===== config.mk =====
export PLATFORM = sky130hd
export DESIGN_NAME = link_csr
export DESIGN_NICKNAME = d
export VERILOG_FILES = /design/src/rtl/link_csr_pkg.sv /design/src/rtl/link_csr_dir.sv /design/src/rtl/link_csr_tmo.sv /design/src/rtl/link_csr.sv
export SDC_FILE = /design/constraint.sdc
export NUM_CORES = 1
export LEC_CHECK = 0
export ABC_CLOCK_PERIOD_IN_PS = 4000
export BUFFER_PORTS_ARGS = -buffer_cell sky130_fd_sc_hd__buf_2
export CELL_PAD_IN_SITES_DETAIL_PLACEMENT = 1
export CELL_PAD_IN_SITES_GLOBAL_PLACEMENT = 1
export CORE_ASPECT_RATIO = 1.75
export CORE_MARGIN = 8
export CORE_UTILIZATION = 39
export DETAILED_ROUTE_END_ITERATION = 10
export PLACE_DENSITY_LB_ADDON = 0.3
export SYNTH_ARGS = -nofsm -noshare
export SYNTH_HDL_FRONTEND = slang
export SYNTH_SLANG_ARGS = --single-unit

===== constraint.sdc =====
create_clock -name clk -period 4 [get_ports clk]
set_input_delay 0.4 -clock clk [delete_from_list [all_inputs] [get_ports clk]]
set_output_delay 0.4 -clock clk [all_outputs]
set_load 0.01 [all_outputs]

===== src/rtl/link_csr_pkg.sv =====
package link_csr_pkg;
    localparam int CSR_W  = 12;
    localparam int NFLAG  = 7;           // flags occupy bits NFLAG..1
    localparam int B_IE   = 11;
    localparam int B_IRQ  = 10;
    localparam int B_RXON = 9;
    localparam int B_TXON = 8;
    // flag vector index: 0 rint,1 tint,2 pint,3 tur,4 ror,5 miss,6 merr
    localparam logic [NFLAG-1:0] IRQ_MASK = 7'b110_0111;

    typedef struct packed {
        logic [NFLAG-1:0] flg;
        logic             ie;
        logic             stopped;
        logic             irq_n;
    } csr_st_t;

    typedef struct packed {
        logic arm;
        logic on;
    } dir_st_t;
endpackage


===== src/rtl/link_csr_dir.sv =====
module link_csr_dir
    import link_csr_pkg::*;
(
    input  logic clk,
    input  logic rst_n,
    input  logic start,
    input  logic stop,
    input  logic kill,
    input  logic dis,
    output logic on
);
    dir_st_t st_d, st_q;

    always_comb begin
        st_d = st_q;
        if (start) st_d.arm = 1'b1;
        if (kill || stop) st_d.arm = 1'b0;
        st_d.on = st_d.arm & ~dis;
    end

    always_ff @(posedge clk or negedge rst_n) begin
        if (!rst_n) st_q <= '0;
        else        st_q <= st_d;
    end

    assign on = st_q.on;
endmodule


===== src/rtl/link_csr_tmo.sv =====
module link_csr_tmo #(
    parameter int LIMIT = 256
) (
    input  logic clk,
    input  logic rst_n,
    input  logic addr,
    input  logic ready,
    output logic fire,
    output logic release_o
);
    localparam int CW = $clog2(LIMIT + 1);

    typedef struct packed {
        logic          busy;
        logic [CW-1:0] cnt;
        logic          rel;
    } tmo_st_t;

    tmo_st_t st_d, st_q;

    always_comb begin
        fire = st_q.busy & ~ready & (st_q.cnt == CW'(LIMIT - 1));
        st_d = st_q;
        st_d.rel = fire;
        if (fire || (st_q.busy && ready)) begin
            st_d.busy = 1'b0;
        end else if (st_q.busy) begin
            st_d.cnt = st_q.cnt + 1'b1;
        end
        if (addr) begin
            st_d.busy = 1'b1;
            st_d.cnt  = '0;
        end
    end

    always_ff @(posedge clk or negedge rst_n) begin
        if (!rst_n) st_q <= '0;
        else        st_q <= st_d;
    end

    assign release_o = st_q.rel;
endmodule


===== src/rtl/link_csr.sv =====
module link_csr
    import link_csr_pkg::*;
#(
    parameter int LIMIT = 256
) (
    input  logic        clk,
    input  logic        rst_n,
    input  logic        wr_en,
    input  logic [11:0] wr_data,
    output logic [11:0] rd_data,
    input  logic        cmd_start,
    input  logic        cmd_stop,
    input  logic        rx_dis,
    input  logic        tx_dis,
    input  logic        ev_miss,
    input  logic        ev_ror,
    input  logic        ev_tur,
    input  logic        ev_pint,
    input  logic        ev_tint,
    input  logic        ev_rint,
    input  logic        bm_addr,
    input  logic        bm_ready,
    output logic        bus_release,
    output logic        irq_n
);
    localparam int NDIR = 2;

    csr_st_t          st_d, st_q;
    logic             tmo_fire;
    logic [NFLAG-1:0] ev_vec;
    logic [NFLAG-1:0] clr_vec;
    logic             intr;
    logic [NDIR-1:0]  dis_v;
    logic [NDIR-1:0]  on_v;
    logic             unused_ro;

    assign unused_ro = ^{wr_data[B_IRQ:B_TXON], wr_data[0]};

    link_csr_tmo #(.LIMIT(LIMIT)) u_tmo (
        .clk       (clk),
        .rst_n     (rst_n),
        .addr      (bm_addr),
        .ready     (bm_ready),
        .fire      (tmo_fire),
        .release_o (bus_release)
    );

    // index 1 receive, index 0 transmit
    assign dis_v = {rx_dis, tx_dis};

    for (genvar g = 0; g < NDIR; g++) begin : g_dir
        link_csr_dir u_dir (
            .clk   (clk),
            .rst_n (rst_n),
            .start (cmd_start),
            .stop  (cmd_stop),
            .kill  (tmo_fire),
            .dis   (dis_v[g]),
            .on    (on_v[g])
        );
    end

    assign ev_vec  = {tmo_fire, ev_miss, ev_ror, ev_tur, ev_pint, ev_tint, ev_rint};
    assign clr_vec = wr_en ? wr_data[NFLAG:1] : '0;
    assign intr    = |(st_q.flg & IRQ_MASK);

    always_comb begin
        st_d       = st_q;
        st_d.flg   = (st_q.flg & ~clr_vec) | ev_vec;
        if (wr_en) begin
            if (!wr_data[B_IE])      st_d.ie = 1'b0;
            else if (!st_q.stopped)  st_d.ie = 1'b1;
        end
        if (cmd_start) st_d.stopped = 1'b0;
        if (cmd_stop) begin
            st_d.stopped = 1'b1;
            st_d.flg     = '0;
            st_d.ie      = 1'b0;
        end
        st_d.irq_n = ~(st_q.ie & intr);
    end

    always_ff @(posedge clk or negedge rst_n) begin
        if (!rst_n) begin
            st_q         <= '0;
            st_q.stopped <= 1'b1;
            st_q.irq_n   <= 1'b1;
        end else begin
            st_q <= st_d;
        end
    end

    assign rd_data = {st_q.ie, intr, on_v[1], on_v[0], st_q.flg, 1'b0};
    assign irq_n   = st_q.irq_n;
endmodule


==> results of run 1 <==
==> synthesized netlist by cell type (all sizes together) <==
cell      n
nand2    12
buf      13
ha        2
nor3      6
or3b      1
clkbuf    4
or2b      1
or3       2
nand3     1
dfrtp    23
xnor2     1
o21ai     2
and3b     1
mux2      2
a21oi    11
nor2b     4
nor4      3
o21bai    1
mux2i     2
dfstp     2
conb      1
o31ai     1
xor2      1
or4       1
nand4bb   1
nor2     15
nand4     1
inv       4
==> cells in the final DEF (no fill, tap or decap), types with 2 or more instances in the layout <==
cell / instances
mux2i_1: 2
nor2b_1: 4
dfrtp_1: 23
dfstp_2: 2
ha_1: 2
nand2_1: 12
or3_1: 2
buf_2: 35
nor2_1: 15
o21ai_0: 2
inv_1: 4
clkbuf_8: 3
a21oi_1: 11
nor3_1: 6
mux2_2: 2
nor4_1: 3
==> worst paths after layout <==
kind / startpoint / endpoint
max: u_tmo.st_q[1] / u_tmo.st_q[8]
min: rst_n / g_dir[0].u_dir.on
max reg2reg: u_tmo.st_q[1] / u_tmo.st_q[8]
min reg2reg: rd_data[11] / irq_n
max in group asynchronous: rst_n / u_tmo.st_q[2]
min in group clk: rx_dis / g_dir[1].u_dir.on
==> worst register-to-register path: cells and delay by family, from the launching register on <==
family | cells | cell delay, ns
adder cells (fa/ha/maj) | 2 | 0.44
AND/OR/NAND/NOR | 4 | 0.97
multiplexers | 1 | 0.38
flip-flops | 1 | 0.42
==> per-layer routing <==
layer / routed length [um] / GRT usage (%) / vias to the layer above
met4: 37 / 5.046 / 0
met2: 1468 / 21.34 / 29
met1: 936 / 10.47 / 431
met5: 0 / 0 / -
met3: 176 / 3.057 / 6
li1: - / - / 426
==> sequential cells by signal, summed over array words and instances, names as in the netlist <==
signal,cells
st_q,1
irq_n,1
u_tmo.release_o,1
rd_data,8
g_dir.u_dir.st_q,2
u_tmo.st_q,10
g_dir.u_dir.on,2
==> kinds of logic after synthesis <==
family | after synthesis | synth area share, %
AOI/OAI and AO/OA | 15 | 6.831
xor gates and xnor gates | 2 | 1.494
adders and majority gates | 2 | 2.134
buffers and inverters | 21 | 11.21
DFF | 25 | 53.58
muxes | 4 | 3.629
other | 1 | 0.3199
and+or+nand+nor | 49 | 20.81
==> report_power, final <==
group          total [mW]  leakage [nW]  internal (mW)  switching, mW
clock               0.148        0.0255         0.0696         0.0784
sequential          0.270         0.325          0.264        0.00622
combinational      0.0524         0.310         0.0221         0.0303
total               0.471         0.661          0.356          0.115
==> metrics by stage <==
stage	cells	utilization (%)	setup WS [ns]	total power, mW	hold slack [ns]
finish	169	45.33	1.687	0.4705	0.1101
global route	169	45.33	1.530	0.4960	0.1478
CTS	169	45.33	1.670	0.4787	0.1367
detailed placement	165	43.73	1.689	0.3294	0.4206
global placement	165	43.73	1.808	0.3257	0.4017
floorplan	119	-	1.931	0.3105	0.1044
==> cell type report <==
class                           instances  area (um2)
Fill cell                             340        1583
Multi-Input combinational cell         73       412.9
Clock buffer                            3       41.29
Inverter                                4       15.01
Clock inverter                          1       5.005
Timing Repair Buffer                   35       175.2
Tap cell                               28       35.03
Sequential cell                        25       628.1
==> metrics.log, run 1 <==
[metrics] status: complete, no violations
[metrics] mean number of vias per cell: approximately 5.3
[metrics] Setup crit end kind: register
[metrics] fin. max-slew vios: 0
[metrics] net count of the finished layout: around 170
[metrics] total stage count of the critical path: 7
[metrics] number of register bits inferred by synthesis: 25
[metrics] remaining routing DRC violations: 0
[metrics] Register-to-Register Setup Slack: roughly 1.7 ns
[metrics] standby leakage power: around 0.66 nW
[metrics] I/O pin cnt: 41
[metrics] worst hold path class: primary input to asynchronous set/reset pin
[metrics] critical path's top delay family: simple AND/OR/NAND/NOR gates
[metrics] horizontal die dimension: ~57 um
[metrics] number of iterations in the first detailed-routing pass: 4
[metrics] global-route wire length before repair: approximately 4400 um
[metrics] Area Overhead vs Synth: 11.95%
[metrics] largest vdd supply drop: around 140 uV
[metrics] max-cap check violation count: 0
[metrics] number of I/O port buffers: 35
[metrics] number of instances resized during post-cts repair: 0
[metrics] RSZ-0062 raised after global routing: no
[metrics] total power per unit cell area: roughly 360 nW/um2
[metrics] Hold-fix buffers, CTS: 0
[metrics] initial antenna violation count: 0
[metrics] worst skew pair latency: about 0.27 ns
[metrics] initial cell density of the core: between 40% and 50%
[metrics] standard-cell row count: 26
[metrics] count of final hold-check violations: 0
[metrics] Synth Cell Area: 1172 um2
[metrics] TritonCTS Buffers: 3
[metrics] TritonCTS sink count: 25
[metrics] vertical extent of the die: 88.53 um
[metrics] placeable core region: approximately 2900 um2
[metrics] cell accounting for the most synthesized area: dfrtp_1
[metrics] path type of the worst setup path: register to register
[metrics] final period demand of the worst path: around 2.3 ns
[metrics] total routing usage reported by global routing: roughly 11%
[metrics] Slew headroom: a little over three fifths
[metrics] Critical-path top delay cell: or3b_1
[metrics] DRC marker count from the first detailed-route iteration: 8
[metrics] largest stage delay on the critical path: 0.51 ns
[metrics] skew final: 0.007463 ns
[metrics] sum of net half-perimeters after detailed placement: around 2100 um
[metrics] fraction of layout instances using a drive strength above 1: 31.21%
[metrics] detailed-route wire length: between 2000 and 3000 um
[metrics] CTS tree: yes
[metrics] critical path data arrival time: roughly 2.5 ns
[metrics] final design area excluding fillers: ~1300 um2
[metrics] data required time at the worst endpoint: about 4.2 ns
[metrics] Placement Cell Area: 1266 um2
[metrics] buffers inserted by post-CTS timing repair: 0
[metrics] Total Neg Setup Slack: 0 ns
[metrics] measured slew at the worst slew-check pin: about 0.56 ns
[metrics] worst-path cell chain: ha_1 > nand2_1 > nor3_1 > ha_1 > or3b_1 > nor4_1 > mux2_2
[metrics] Yosys warnings: 0
[metrics] vias in the first global route: 980
[metrics] maximum clock rate: approximately 0.43 GHz
[metrics] Die ar.: between 5000 and 6000 um2
[metrics] routed wire length per instance: approximately 15 um
[metrics] Finish-stage setup viols: 0
[metrics] cell with the most instances on the worst path: ha_1
[metrics] Synthesized Nets: between 100 and 150
[metrics] largest net degree at the start of global routing: 26
[metrics] share of the cycle needed by the critical path after routing: 57.83%
[metrics] part of the Yosys area used for sequential elements: 53.58%
[metrics] startpoint class of the critical path: register
[metrics] overall overflow remaining after global route: 0
[metrics] largest cells by area after synthesis: dfrtp_1 49%, buf_4 7.7%, nor2_1 4.8%
[metrics] cell at the root of the clock tree: clkbuf_8
[metrics] distinct cell type count after synthesis: 29
[metrics] clock slew at the register clock pins of the worst setup and hold paths: 0.09 ns
[metrics] Post-Syn Area per Cell: approximately 10 um2
[metrics] final weighted congestion in routability-driven placement: 0.7738
[metrics] deepest clock path buffer count: 2
[metrics] CP Max Fanout: 8
[metrics] Clock H-tree levels: 1
[metrics] Worst Path Buf+Inv: 0
[metrics] via total after detailed routing: between 800 and 900
[metrics] post-synthesis cell count: about 120
[metrics] Antenna Diode Count: 0
[metrics] antenna-violating nets left: 0
[metrics] top cell type's share of synthesized area: slightly below 50%
[metrics] length in cells of the worst reg-to-reg path: 7
No activity file was read; power rests on OpenSTA's default activity.
==> run 2, diff against run 1 <==
--- a/config.mk
+++ b/config.mk
@@ -5,13 +5,13 @@
 export SDC_FILE = /design/constraint.sdc
 export NUM_CORES = 1
 export LEC_CHECK = 0
-export ABC_CLOCK_PERIOD_IN_PS = 4000
+export ABC_CLOCK_PERIOD_IN_PS = 2000
 export BUFFER_PORTS_ARGS = -buffer_cell sky130_fd_sc_hd__buf_2
 export CELL_PAD_IN_SITES_DETAIL_PLACEMENT = 1
 export CELL_PAD_IN_SITES_GLOBAL_PLACEMENT = 1
 export CORE_ASPECT_RATIO = 1.75
 export CORE_MARGIN = 8
-export CORE_UTILIZATION = 39
+export CORE_UTILIZATION = 32
 export DETAILED_ROUTE_END_ITERATION = 10
 export PLACE_DENSITY_LB_ADDON = 0.3
 export SYNTH_ARGS = -nofsm -noshare
==> constraint.sdc (replaced) <==
create_clock -name clk -period 2 [get_ports clk]
set_input_delay 0.2 -clock clk [delete_from_list [all_inputs] [get_ports clk]]
set_output_delay 0.2 -clock clk [all_outputs]
set_load 0.01 [all_outputs]
==> metrics.log, run 2 (synthesized netlist as in run 1, its figures left out) <==
[metrics] path type of the worst setup path: register to register
[metrics] standby leakage power: 0.7232 nW
[metrics] Antenna Diode Count: 0
[metrics] worst hold slack: approximately 0.081 ns
[metrics] Setup crit end kind: register
[metrics] overall overflow remaining after global route: 0
[metrics] area of the multi-input gates: roughly 450 um2
[metrics] share of the cycle needed by the critical path after routing: roughly 100%
[metrics] global route hottest layer: met2
[metrics] Placement Cell Area: 1350 um2
[metrics] fin. max-slew vios: 0
[metrics] horizontal die dimension: approximately 62 um
[metrics] pre-CTS worst setup slack: -0.05209 ns
[metrics] total power per unit cell area: roughly 660 nW/um2
[metrics] CTS tree: yes
[metrics] vias in the first global route: 1067
[metrics] worst path setup slack after routing: 0.002958 ns
[metrics] TritonCTS sink count: 25
[metrics] startpoint class of the critical path: register
[metrics] initial antenna violation count: 0
[metrics] count of final hold-check violations: 0
[metrics] cell at the root of the clock tree: clkbuf_8
[metrics] register containing the most flip-flops in the final layout: u_tmo.st_q
[metrics] remaining routing DRC violations: 0
[metrics] Slew headroom: ~63%
[metrics] routed wire length per instance: 15.08 um
[metrics] sequential cell area in the final layout: around 630 um2
[metrics] cell with the most instances on the worst path: ha_2
[metrics] maximum clock rate: approximately 0.50 GHz
[metrics] mean number of vias per cell: 4.864
[metrics] sum of net half-perimeters after detailed placement: between 2000 and 2500 um
[metrics] status: complete, no violations
[metrics] clock slew at the register clock pins of the worst setup and hold paths: around 0.080 ns
[metrics] worst-path cell chain: ha_2 > nand2_1 > nor3_1 > ha_2 > or3b_4 > or4_4 > a21oi_2
[metrics] GRT met1 Usage: 10.52%
[metrics] final weighted congestion in routability-driven placement: between 0.7 and 0.8
[metrics] Largest register FFs: 10
[metrics] max-cap check violation count: 0
[metrics] most used cells in the layout excluding fill and tap cells: 35 x buf_2, 23 x dfrtp_1, 15 x nor2_1, 12 x nand2_1
[metrics] deepest clock path buffer count: 2
[metrics] initial cell density of the core: 32.97%
[metrics] via total after detailed routing: between 900 and 1k
[metrics] largest vdd supply drop: around 350 uV
[metrics] Cells on Worst Hold Path: 2
[metrics] final design area excluding fillers: between 1000 and 1500 um2
[metrics] met3 Track Usage GR: around 2.0%
[metrics] Finish-stage setup viols: 0
[metrics] critical path data arrival time: around 2.2 ns
[metrics] standard-cell row count: 29
[metrics] fraction of layout instances using a drive strength above 1: ~39%
[metrics] Global Route met2 Usage: about a fifth
[metrics] final core area utilization: 40.85%
[metrics] global-route wire length before repair: between 4000 and 5000 um
[metrics] number of fillers in the final layout: 435
[metrics] total power consumption of the routed design: a little under 1 mW
[metrics] Clock H-tree levels: 1
[metrics] CP Max Fanout: 5
[metrics] worst hold path class: primary input to register
[metrics] skew final: about 0.0026 ns
[metrics] TritonCTS Buffers: 3
[metrics] RSZ-0062 raised after global routing: yes
[metrics] I/O pin cnt: 41
[metrics] length in cells of the worst reg-to-reg path: 7
[metrics] largest net degree at the start of global routing: 26
[metrics] DRC marker count from the first detailed-route iteration: 10
[metrics] final period demand of the worst path: 1.997 ns
[metrics] measured slew at the worst slew-check pin: 0.5480 ns
[metrics] Die ar.: roughly 5900 um2
[metrics] Area Overhead vs Synth: 23.91%
[metrics] net count of the finished layout: between 150 and 200
[metrics] most common cell after layout, fill and taps aside: buf_2
[metrics] antenna-violating nets left: 0
[metrics] worst skew pair latency: between 0.2 and 0.3 ns
[metrics] total routing usage reported by global routing: around 11%
[metrics] vertical extent of the die: 96.07 um
[metrics] number of I/O port buffers: 35
[metrics] number of iterations in the first detailed-routing pass: 2
[metrics] detailed-route wire length: 2986 um
[metrics] Critical-path top delay cell: or4_4
[metrics] data required time at the worst endpoint: ~2.2 ns
[metrics] largest stage delay on the critical path: around 0.5 ns
[metrics] placeable core region: around 3600 um2
-- run 2: final cells by class --
type	count	share of cell area (%)
Clock buffer	4	3.101
Tap cell	46	3.962
Inverter	4	1.034
Sequential cell	25	43.24
Timing Repair Buffer	46	17.92
Multi-Input combinational cell	73	30.75
-- run 2: critical path, delay by kind of cell (launching register included) --
family | cells | cell delay (ns)
AOI/OAI and AO/OA | 1 | 0.15
adders and majority gates | 2 | 0.37
DFF | 1 | 0.39
and+or+nand+nor | 4 | 1.02
-- run 2: what timing repair did --
item | in CTS | in global routing
pin swaps | 0 | 1
gates resized for setup | 5 | 1
endpoints found under the hold margin | 23 | 0
setup buffers | 1 | 2
hold buffers | 1 | 0
setup endpoints to repair | 3 | 3
-- run 2: path summary, 6_finish.rpt --
| kind | from | to | slack, ns |
|---|---|---|---|
| worst max-delay path | u_tmo.st_q[1] | u_tmo.st_q[6] | 0.003 |
| worst min-delay path | rx_dis | g_dir[1].u_dir.on | 0.08 |
| worst max register to register | u_tmo.st_q[1] | u_tmo.st_q[6] | 0.003 |
| worst min register to register | rd_data[11] | irq_n | 0.44 |
| max in group asynchronous | rst_n | irq_n | 1.18 |
| min in group asynchronous | rst_n | g_dir[1].u_dir.on | 0.45 |
-- run 2: per-layer routing --
metal | vias up | routed length, um | share of wire (%)
li1 | 449 | - | -
met1 | 480 | 1045 | 35
met2 | 29 | 1665 | 56
met3 | 5 | 224 | 7.5
met4 | 0 | 50 | 1.7
met5 | - | 0 | 0
-- run 2: report_power, final --
group	switching, mW	internal [mW]
Combinational	0.0685	0.0583
Sequential	0.0119	0.528
Clock	0.154	0.143
-- run 2: per-stage QoR --
stage,std cells,TNS [ns]
2_1_floorplan,119,-0.01532
3_3_place_gp,190,-0.01028
3_5_place_dp,190,-0.09862
4_1_cts,196,0
5_1_grt,198,-0.1714
6_report,198,0
